[src/rtl/exc_pkg.sv]
package exc_pkg;
  typedef enum logic [2:0] {
    EX_NONE, EX_UND, EX_SVC, EX_PABT, EX_DABT, EX_IRQ, EX_FIQ
  } exc_e;

  localparam int MODE_W = 5;
  localparam logic [MODE_W-1:0] M_USR = 5'h10;
  localparam logic [MODE_W-1:0] M_FIQ = 5'h11;
  localparam logic [MODE_W-1:0] M_IRQ = 5'h12;
  localparam logic [MODE_W-1:0] M_SVC = 5'h13;
  localparam logic [MODE_W-1:0] M_ABT = 5'h17;
  localparam logic [MODE_W-1:0] M_UND = 5'h1B;

  localparam int BIT_T = 5;
  localparam int BIT_F = 6;
  localparam int BIT_I = 7;
  localparam int CTRL_W = 8;
  localparam int FLAG_W = 4;
  localparam int NUM_BANKS = 5;

  function automatic logic [MODE_W-1:0] bank_mode(input int idx);
    case (idx)
      0: bank_mode = M_FIQ;
      1: bank_mode = M_IRQ;
      2: bank_mode = M_SVC;
      3: bank_mode = M_ABT;
      default: bank_mode = M_UND;
    endcase
  endfunction
endpackage

[src/rtl/exc_arbiter.sv]
module exc_arbiter
  import exc_pkg::*;
(
  input  logic clk,
  input  logic rst,
  input  logic req_und,
  input  logic req_svc,
  input  logic req_pabt,
  input  logic req_dabt,
  input  logic irq_req,
  input  logic fiq_req,
  input  logic mask_i,
  input  logic mask_f,
  output exc_e sel,
  output logic take
);
  localparam int NREQ = 6;

  logic [NREQ-1:0] elig;
  logic [NREQ-1:0] grant;

  // index 0 is the highest priority
  assign elig[0] = req_dabt;
  assign elig[1] = fiq_req & ~mask_f;
  assign elig[2] = irq_req & ~mask_i;
  assign elig[3] = req_pabt;
  assign elig[4] = req_und;
  assign elig[5] = req_svc;

  always_comb begin
    grant = '0;
    for (int i = NREQ - 1; i >= 0; i--) begin
      if (elig[i]) grant = NREQ'(1) << i;
    end
  end

  always_comb begin
    unique case (1'b1)
      grant[0]: sel = EX_DABT;
      grant[1]: sel = EX_FIQ;
      grant[2]: sel = EX_IRQ;
      grant[3]: sel = EX_PABT;
      grant[4]: sel = EX_UND;
      grant[5]: sel = EX_SVC;
      default:  sel = EX_NONE;
    endcase
  end

  assign take = |grant;

  AST_SINGLE_GRANT: assert property (@(posedge clk) disable iff (rst)
    $onehot0(grant));

  AST_IRQ_HELD_OFF: assert property (@(posedge clk) disable iff (rst)
    (irq_req && mask_i) |-> (sel != EX_IRQ));

  AST_FIQ_HELD_OFF: assert property (@(posedge clk) disable iff (rst)
    (fiq_req && mask_f) |-> (sel != EX_FIQ));
endmodule

[src/rtl/exc_vector.sv]
module exc_vector
  import exc_pkg::*;
#(
  parameter int DW = 32,
  parameter logic [DW-1:0] VEC_BASE = '0
) (
  input  exc_e              sel,
  input  logic [DW-1:0]     cur_status,
  output logic [DW-1:0]     ent_status,
  output logic [MODE_W-1:0] tgt_mode,
  output logic [DW-1:0]     vector
);
  localparam int OFF_W = 8;
  logic [OFF_W-1:0] off;

  always_comb begin
    tgt_mode = M_SVC;
    off      = 8'h00;
    unique case (sel)
      EX_UND:  begin tgt_mode = M_UND; off = 8'h04; end
      EX_SVC:  begin tgt_mode = M_SVC; off = 8'h08; end
      EX_PABT: begin tgt_mode = M_ABT; off = 8'h0C; end
      EX_DABT: begin tgt_mode = M_ABT; off = 8'h10; end
      EX_IRQ:  begin tgt_mode = M_IRQ; off = 8'h18; end
      EX_FIQ:  begin tgt_mode = M_FIQ; off = 8'h1C; end
      default: begin tgt_mode = M_SVC; off = 8'h00; end
    endcase
  end

  always_comb begin
    ent_status               = cur_status;
    ent_status[MODE_W-1:0]   = tgt_mode;
    ent_status[BIT_T]        = 1'b0;
    ent_status[BIT_I]        = 1'b1;
    if (sel == EX_FIQ) ent_status[BIT_F] = 1'b1;
  end

  assign vector = VEC_BASE + DW'(off);
endmodule

[src/rtl/spsr_bank.sv]
module spsr_bank
  import exc_pkg::*;
#(
  parameter int DW = 32,
  parameter int NB = NUM_BANKS
) (
  input  logic              clk,
  input  logic              rst,
  input  logic              we,
  input  logic [MODE_W-1:0] wmode,
  input  logic [DW-1:0]     wdata,
  input  logic [MODE_W-1:0] rmode,
  output logic [DW-1:0]     rdata,
  output logic              rhit
);
  logic [DW-1:0] bank_q [NB];
  logic [NB-1:0] wsel;
  logic [NB-1:0] rsel;

  for (genvar g = 0; g < NB; g++) begin : g_dec
    assign wsel[g] = we && (wmode == bank_mode(g));
    assign rsel[g] = (rmode == bank_mode(g));
  end

  always_ff @(posedge clk) begin
    if (rst) begin
      for (int i = 0; i < NB; i++) bank_q[i] <= '0;
    end else begin
      for (int i = 0; i < NB; i++) begin
        if (wsel[i]) bank_q[i] <= wdata;
      end
    end
  end

  always_comb begin
    rdata = '0;
    rhit  = 1'b0;
    for (int i = 0; i < NB; i++) begin
      if (rsel[i]) begin
        rdata = bank_q[i];
        rhit  = 1'b1;
      end
    end
  end

  AST_ONE_BANK_WRITTEN: assert property (@(posedge clk) disable iff (rst)
    $onehot0(wsel));
endmodule

[src/rtl/exc_entry_ctrl.sv]
module exc_entry_ctrl
  import exc_pkg::*;
#(
  parameter int DW = 32,
  parameter logic [DW-1:0] VEC_BASE = '0
) (
  input  logic              clk,
  input  logic              rst,
  input  logic              req_und,
  input  logic              req_svc,
  input  logic              req_pabt,
  input  logic              req_dabt,
  input  logic              irq_req,
  input  logic              fiq_req,
  input  logic [DW-1:0]     next_pc,
  input  logic              sr_wr_en,
  input  logic [DW-1:0]     sr_wr_data,
  input  logic              rte_en,
  input  logic [DW-1:0]     rte_addr,
  output logic [DW-1:0]     status,
  output logic              spsr_we,
  output logic [MODE_W-1:0] spsr_mode,
  output logic [DW-1:0]     spsr_wdata,
  output logic              lr_we,
  output logic [MODE_W-1:0] lr_mode,
  output logic [DW-1:0]     lr_wdata,
  output logic              pc_we,
  output logic [DW-1:0]     pc_out
);
  localparam int FLAG_LO = DW - FLAG_W;
  localparam logic [DW-1:0] RESET_STATUS =
    DW'({1'b1, 1'b1, 1'b0, M_SVC});

  logic [DW-1:0]     status_q;
  exc_e              sel;
  logic              take;
  logic [DW-1:0]     ent_status;
  logic [MODE_W-1:0] tgt_mode;
  logic [DW-1:0]     vector;
  logic [DW-1:0]     bank_rd;
  logic              bank_hit;
  logic              privileged;
  logic [DW-1:0]     wr_status;

  exc_arbiter u_arb (
    .clk      (clk),
    .rst      (rst),
    .req_und  (req_und),
    .req_svc  (req_svc),
    .req_pabt (req_pabt),
    .req_dabt (req_dabt),
    .irq_req  (irq_req),
    .fiq_req  (fiq_req),
    .mask_i   (status_q[BIT_I]),
    .mask_f   (status_q[BIT_F]),
    .sel      (sel),
    .take     (take)
  );

  exc_vector #(.DW(DW), .VEC_BASE(VEC_BASE)) u_vec (
    .sel        (sel),
    .cur_status (status_q),
    .ent_status (ent_status),
    .tgt_mode   (tgt_mode),
    .vector     (vector)
  );

  spsr_bank #(.DW(DW), .NB(NUM_BANKS)) u_bank (
    .clk   (clk),
    .rst   (rst),
    .we    (take),
    .wmode (tgt_mode),
    .wdata (status_q),
    .rmode (status_q[MODE_W-1:0]),
    .rdata (bank_rd),
    .rhit  (bank_hit)
  );

  assign privileged = (status_q[MODE_W-1:0] != M_USR);

  always_comb begin
    wr_status = status_q;
    wr_status[DW-1:FLAG_LO] = sr_wr_data[DW-1:FLAG_LO];
    if (privileged) wr_status[CTRL_W-1:0] = sr_wr_data[CTRL_W-1:0];
  end

  always_ff @(posedge clk) begin
    if (rst) begin
      status_q   <= RESET_STATUS;
      pc_we      <= 1'b1;
      pc_out     <= VEC_BASE;
      spsr_we    <= 1'b0;
      lr_we      <= 1'b0;
      spsr_mode  <= '0;
      spsr_wdata <= '0;
      lr_mode    <= '0;
      lr_wdata   <= '0;
    end else begin
      pc_we   <= 1'b0;
      spsr_we <= 1'b0;
      lr_we   <= 1'b0;
      if (take) begin
        status_q   <= ent_status;
        spsr_we    <= 1'b1;
        spsr_mode  <= tgt_mode;
        spsr_wdata <= status_q;
        lr_we      <= 1'b1;
        lr_mode    <= tgt_mode;
        lr_wdata   <= next_pc;
        pc_we      <= 1'b1;
        pc_out     <= vector;
      end else if (rte_en) begin
        if (bank_hit) status_q <= bank_rd;
        pc_we  <= 1'b1;
        pc_out <= rte_addr;
      end else if (sr_wr_en) begin
        status_q <= wr_status;
      end
    end
  end

  assign status = status_q;

  AST_ENTRY_SAVES_OLD: assert property (@(posedge clk) disable iff (rst)
    take |=> (spsr_we && spsr_wdata == $past(status_q)));

  AST_ENTRY_MASKS_IRQ: assert property (@(posedge clk) disable iff (rst)
    take |=> status_q[BIT_I]);

  AST_ENTRY_STD_STATE: assert property (@(posedge clk) disable iff (rst)
    take |=> !status_q[BIT_T]);

  AST_ENTRY_PRIVILEGED: assert property (@(posedge clk) disable iff (rst)
    take |=> (status_q[MODE_W-1:0] != M_USR));

  AST_USER_CTRL_LOCKED: assert property (@(posedge clk) disable iff (rst)
    (sr_wr_en && !rte_en && !take && !privileged)
      |=> (status_q[CTRL_W-1:0] == $past(status_q[CTRL_W-1:0])));

  AST_IDLE_NO_STROBE: assert property (@(posedge clk) disable iff (rst)
    (!take && !rte_en) |=> (!pc_we && !spsr_we && !lr_we));
endmodule

[config.mk]
export PLATFORM = sky130hd
export DESIGN_NAME = exc_entry_ctrl
export DESIGN_NICKNAME = d
export VERILOG_FILES = /design/src/rtl/exc_pkg.sv /design/src/rtl/exc_arbiter.sv /design/src/rtl/exc_vector.sv /design/src/rtl/spsr_bank.sv /design/src/rtl/exc_entry_ctrl.sv
export SDC_FILE = /design/constraint.sdc
export NUM_CORES = 1
export LEC_CHECK = 0
export BUFFER_PORTS_ARGS = -buffer_cell sky130_fd_sc_hd__buf_2
export CAP_MARGIN = 20
export CORE_ASPECT_RATIO = 1.25
export CORE_MARGIN = 5
export CORE_UTILIZATION = 50
export DETAILED_ROUTE_END_ITERATION = 8
export HOLD_SLACK_MARGIN = 0.06
export PLACE_DENSITY = 0.76
export SLEW_MARGIN = 20
export SYNTH_ARGS = -nofsm -noshare
export SYNTH_HDL_FRONTEND = slang
export SYNTH_HIERARCHICAL = 1
export SYNTH_SLANG_ARGS = --single-unit
[constraint.sdc]
create_clock -name clk -period 5.21 [get_ports clk]
set_clock_uncertainty 0.15 [all_clocks]
set_input_delay 0 -clock clk [delete_from_list [all_inputs] [get_ports clk]]
set_output_delay 0 -clock clk [all_outputs]
set_load 0.005 [all_outputs]
### Yosys cells after proc, flatten, opt, wreduce, memory -nomap -nowiden

Memory sizes are Yosys's and may differ from the RTL's.
Index checks and enable logic that the tools add are counted.

| cells by class | value |
|---|---|
| add/sub/neg operators | 0 |
| multiply operators | 0 |
| div/mod/pow operators | 0 |
| $lt $le $gt $ge | 0 |
| eq/ne operators | 20 |
| shifts and indexed selects | 0 |
| muxes and demuxes | 51 |
| bitwise logic cells | 10 |
| reductions and logical operators | 18 |

Operators by type and width:

| operator | count |
|---|---|
| 2-to-1 mux 32 bit | 13 |
| == test 5 bit, second input constant | 10 |
| 2-to-1 mux 6 bit | 6 |
| case mux 5 bit (6 select lines) | 1 |
| 2-to-1 mux 1 bit | 25 |
| 2-to-1 mux 8 bit | 3 |
| case mux 3 bit (6 select lines) | 1 |
| case mux 4 bit (4 select lines) | 1 |
| AND reduction 3 bit | 4 |
| == test 3 bit, second input constant | 3 |
| 2-to-1 mux 7 bit | 1 |
| OR reduction 7 bit | 1 |
| == test 3 x 2 -> 1 bit, second input constant | 2 |
| nonzero test 2 bit | 3 |
| nonzero test 3 bit | 2 |
| OR reduction 6 bit | 1 |
| logical AND 1 bit | 5 |
| inequality test 5 bit, second input constant | 1 |
| bitwise OR 1 bit | 5 |
| AND reduction 4 bit | 1 |
| == test 3 x 1 -> 1 bit, second input constant | 1 |
| inequality test 3 x 1 -> 1 bit, second input constant | 1 |
| inverter 1 bit | 3 |
| AND 1 bit | 2 |
| other kinds (3) | 3 |

| storage, ports and cells | value |
|---|---|
| flip-flop bits (word level) | 135 |
| latch bits | 0 |
| bits in writable memories | 160 |
| bits in read-only memories | 0 |
| input port bits | 106 |
| output and inout bits | 141 |
| word-level logic and storage cells | 112 |
| memories kept | 1 |

Memory list:

| memory | depth | width | rd ports | clocked after Yosys merged registers in | write ports | RTL line | source |
|---|---|---|---|---|---|---|---|
| u_bank.bank_q | 5 | 32 | 5 | 0 | 5 | spsr_bank.sv:16 | `logic [DW-1:0] bank_q [NB];` |

### Depth between registers and ports, before layout

| logic depth | value |
|---|---|
| depth after elaboration | 16 |
| depth in mapped cells | 11 |
| gate-level depth less buffers | 9 |

### By module

Netlist, hierarchy kept.

By module, submodules not included:

| module | instances | cells each | area each (um2) | seq. area each (um2) |
|---|---|---|---|---|
| spsr_bank | 1 | 530 | 6835.3 | 4804.6 |
| exc_entry_ctrl | 1 | 588 | 5605.4 | 2702.6 |
| exc_vector | 1 | 75 | 538.0 | 0.0 |
| exc_arbiter | 1 | 10 | 86.3 | 0.0 |

### Worst setup path before layout

OpenSTA, ideal clock, no wires.

| timing | value |
|---|---|
| kind | flip-flop to flip-flop |
| from | reg status_q[6] (netlist: status[6]) |
| to | mem u_bank.bank_q[4][0] (netlist: u_bank/bank_q[0][128]), enable pin |
| setup time | 0.511 ns |
| arrival time | 4.795 ns |
| data required time | 4.549 ns |
| path slack | -0.245 ns |
| cell stages (with the launch flop) | 9 |
| path buffers | 1 |
| period minus slack after synthesis | 5.455 ns |
| cells stage by stage | dfxtp_1 -> nand2b_4 -> nand2b_1 -> a21oi_1 -> inv_1 -> nor3_1 -> buf_4 -> inv_1 -> o41ai_1 |

RTL lines:

| item | RTL line | source |
|---|---|---|
| start, declared | exc_entry_ctrl.sv:34 | `logic [DW-1:0] status_q;` |
| start signal, assigned | exc_entry_ctrl.sv:103 | `status_q <= ent_status;` |
| start signal, assigned | exc_entry_ctrl.sv:113 | `if (bank_hit) status_q <= bank_rd;` |
| start signal, assigned | exc_entry_ctrl.sv:117 | `status_q <= wr_status;` |
| end, declared | spsr_bank.sv:16 |  |

### Worst setup path in the final report

| timing | value |
|---|---|
| from | reg status_q[1] (netlist: status[1]) |
| to | reg status_q[31] (netlist: status[31]) |

| between the ends | value |
|---|---|
| word-level cells in the longest chain between the ends | 8 |
| elaborated cells between the ends (all ways) | 19 |
| classes of those cells | eq/ne: 6; mux: 12; reduce/logical: 1 |

Ends and longest elaborated chain:

| item | RTL line | source |
|---|---|---|
| == test 5 bit | spsr_bank.sv:22 | `assign rsel[g] = (rmode == bank_mode(g));` |
| 2-to-1 mux 32 bit (4 in a row) | spsr_bank.sv:39 | `if (rsel[i]) begin` |
| 2-to-1 mux 32 bit * | spsr_bank.sv:39 |  |
| via bank_rd[31] | exc_entry_ctrl.sv:40 | `logic [DW-1:0] bank_rd;` |
| 2-to-1 mux 32 bit * | exc_entry_ctrl.sv:113 |  |
| 2-to-1 mux 32 bit * | exc_entry_ctrl.sv:112 | `end else if (rte_en) begin` |

The timed path passes the listed nets; every way through them passes the cells marked *. The select of a mux whose other input is x is not followed.
A chain may end at the register's enable or synchronous reset.

==> results.json <==
{
  "status": "finished clean",
  "detail_route.iter0.violations": 575,
  "r2r_start": "status[1]",
  "htreeDepth": 1,
  "cts_tree": "done",
  "endpoint": "status[31]",
  "worst_pin_slew_ns": 1.08,
  "fin_setup_tns_ns": 0,
  "finalMaxSlewViolations": 0,
  "fillCellCount": 2009,
  "fin_crit_ns": 3.94,
  "path_buf_inv": 2,
  "dieArea_um2": 29500,
  "post_cts_buffers": 0,
  "timing.critical_path.mode_cell": "nand2_1",
  "ys.flop_type": "edfxtp_1",
  "rsz0062_at_grt": "false",
  "firstDrtPassIters": 5,
  "grt_pass1_wl_mm": 53.9,
  "area_growth_pct": 22.0,
  "netlist_area_um2": 13100,
  "dp_hpwl_mm": 19.5,
  "synth_top_area_share_pct": 36.8,
  "root_buffer": "clkbuf_16",
  "port_buffers": 226,
  "avgSynthCellArea_um2": 10.9,
  "synthDistinctLibCells": 55,
  "drive_above_1_share_pct": 22.8,
  "grt_pass1_vias": 10200,
  "slew_headroom_pct": 28.1,
  "synth-async-reset-ratio_pct": 0,
  "path_cells": "buf_4 -> nand4bb_2 -> o32ai_1 -> nand2_1 -> o31ai_1 -> mux2i_1 -> o21ai_0 -> nand2_1 -> a21oi_1 -> dlygate4sd3_1",
  "place_congestion": 0.828,
  "wire_per_inst_um": 18.7,
  "crit_cells": 10,
  "totalWireLength_mm": 34.1,
  "path_max_fanout": 28,
  "hold_violations": 0,
  "clk_latency_ns": 0.54,
  "io_pins": 247,
  "vias_per_cell": 5.37,
  "chipWidth_um": 155,
  "yosysTopAreaCell": "edfxtp_1",
  "core_um2": 25900,
  "n_antenna_cell": 0,
  "p_leak_nw": 7.37,
  "syn_inst": 1203,
  "setup_viol": 0,
  "ys_top_cells_by_area": "edfxtp_1 37%, dfxtp_1 21%, mux2i_1 10%",
  "timing.fmax_mhz": 254,
  "grt.overflow.total": 0,
  "ant_nets": 0,
  "rr_endpoint": "status[31]",
  "cts_hold_repair.buffers": 95,
  "cp_data_arrival_time_ns": 4.28,
  "required_ns": 5.54,
  "ys_seq_area_share_pct": 57.5,
  "start_util_pct": 50.4,
  "cts_num_sinks": 295,
  "cts_buffers": 30,
  "synth_edf_count": 160,
  "clockBufferDepth": 3,
  "grt_antenna_before_repair": 0,
  "crit_type": "flip-flop to flip-flop",
  "synth_common_cells": "217 x nor2_1, 160 x edfxtp_1, 135 x dfxtp_1",
  "synth.most_common_cell": "nor2_1",
  "rows": 66,
  "drc_errors": 0,
  "vias": 9787,
  "grt_usage_pct": 22.6,
  "p_per_area_nw_per_um2": 340,
  "path_delay_family": "buffers and inverters",
  "synth_seq_cells": 295,
  "holdWs_ns": 0.0836,
  "r2r_cells": 10,
  "clk_pin_slew_ns": 0.07,
  "cap_viol_max_count": 0,
  "die_y_um": 191,
  "finalCritPeriodShare_pct": 75.7,
  "cp-start-kind": "flip-flop",
  "synth_warnings": 6,
  "startpoint": "status[1]",
  "hold_class": "input port to flip-flop",
  "reg2reg_setup_slack_ns": 1.27,
  "end_kind": "flip-flop",
  "slowest_stage": "nand4bb_2",
  "slowest_delay_ns": 0.84,
  "grt_max_degree": 89,
  "cts_resized": 0,
  "nets": 1565,
  "ir_worst_vdd_uv": 245
}
-- cell families after synthesis --
kind of cell | share of synthesized area [%]
compound gates | 10.1
xor+xnor | 0.134
buf+inv | 8.68
flops | 57.5
mux | 11.9
other cells | 0.0575
simple gates | 11.7
-- per-stage QoR --
stage / util [%] / power, mW / cells / setup slack, ns / cell area, µm²
global placement: 54.0 / 3.28 / 1672 / 1.68 / 14000
detailed placement: 54.0 / 3.30 / 1672 / 1.60 / 14000
global route: 61.5 / 5.63 / 1823 / 1.04 / 15900
floorplan: - / 3.11 / 1234 / 1.26 / 13200
finish: 61.5 / 5.42 / 1823 / 1.27 / 15900
CTS: 61.5 / 5.44 / 1823 / 1.38 / 15900
-- cell usage in the layout (no fill, tap or decap), types with 3 or more instances in the layout --
cell type      instances
a211o_1                4
a21oi_1               80
a22oi_1                6
a31o_2                 3
buf_2                225
buf_4                 19
clkbuf_1              12
clkbuf_16             32
clkbuf_8               3
clkinv_2               3
clkinvlp_4             3
conb_1                33
dfxtp_1              135
dlygate4sd3_1         95
edfxtp_1             160
inv_1                 59
mux2_2                20
mux2i_1              133
nand2_1               54
nand2b_1               4
nand3_1                6
nor2_1               217
nor2b_1               36
o21ai_0               25
o21ai_1               17
o22ai_1                4
o31ai_1               19
o31ai_2               10
o32ai_1               26
-- worst reg2reg max path: stages, from the launching register on --
cell	delay [ns]
dfxtp_1	0.67
buf_4	0.47
nand4bb_2	0.85
o32ai_1	0.44
nand2_1	0.09
o31ai_1	0.12
mux2i_1	0.12
o21ai_0	0.16
nand2_1	0.08
a21oi_1	0.16
dlygate4sd3_1	0.57
-- where the power goes --
group	internal (mW)	switching, mW	total (mW)
logic	0.286	0.401	0.687
registers	2.58	0.0596	2.64
clock network	1.22	0.872	2.09
-- routing by layer --
metal  track usage [%]  routed length [µm]  vias to the layer above
li1                  -                   -                     4604
met1              26.8               13300                     4657
met2              39.5               16800                      451
met3              5.40                2800                       75
met4              9.28                1220                        0
met5                 0                   0                        -
-- how the worst min path moves through the flow --
stage	start	to	slack [ns]	cells after the start
after floorplan	next_pc[0]	lr_wdata[0]	-0.003	2
after global placement	next_pc[0]	lr_wdata[0]	0.08	3
after detailed placement	next_pc[2]	lr_wdata[2]	0.1	3
after CTS	next_pc[6]	lr_wdata[6]	0.06	4
after global routing	next_pc[19]	lr_wdata[19]	0.1	4
final	next_pc[24]	lr_wdata[24]	0.08	4
-- sequential cells by signal (all words and copies together), names as in the netlist --
name	count
u_bank/bank_q	160
lr_wdata	32
pc_out	32
spsr_wdata	32
status	32
lr_mode	5
lr_we	1
pc_we	1
-- area by class of cell --
class | count | area (µm²) | share of cell area [%]
Clock buffer | 47 | 887 | 5.57
Clock inverter | 9 | 85.1 | 0.534
Inverter | 59 | 221 | 1.39
Multi-Input combinational cell | 734 | 4590 | 28.8
Sequential cell | 295 | 7510 | 47.1
Tap cell | 340 | 425 | 2.67
Timing Repair Buffer | 339 | 2220 | 13.9
No activity file was read; power rests on OpenSTA's default activity.
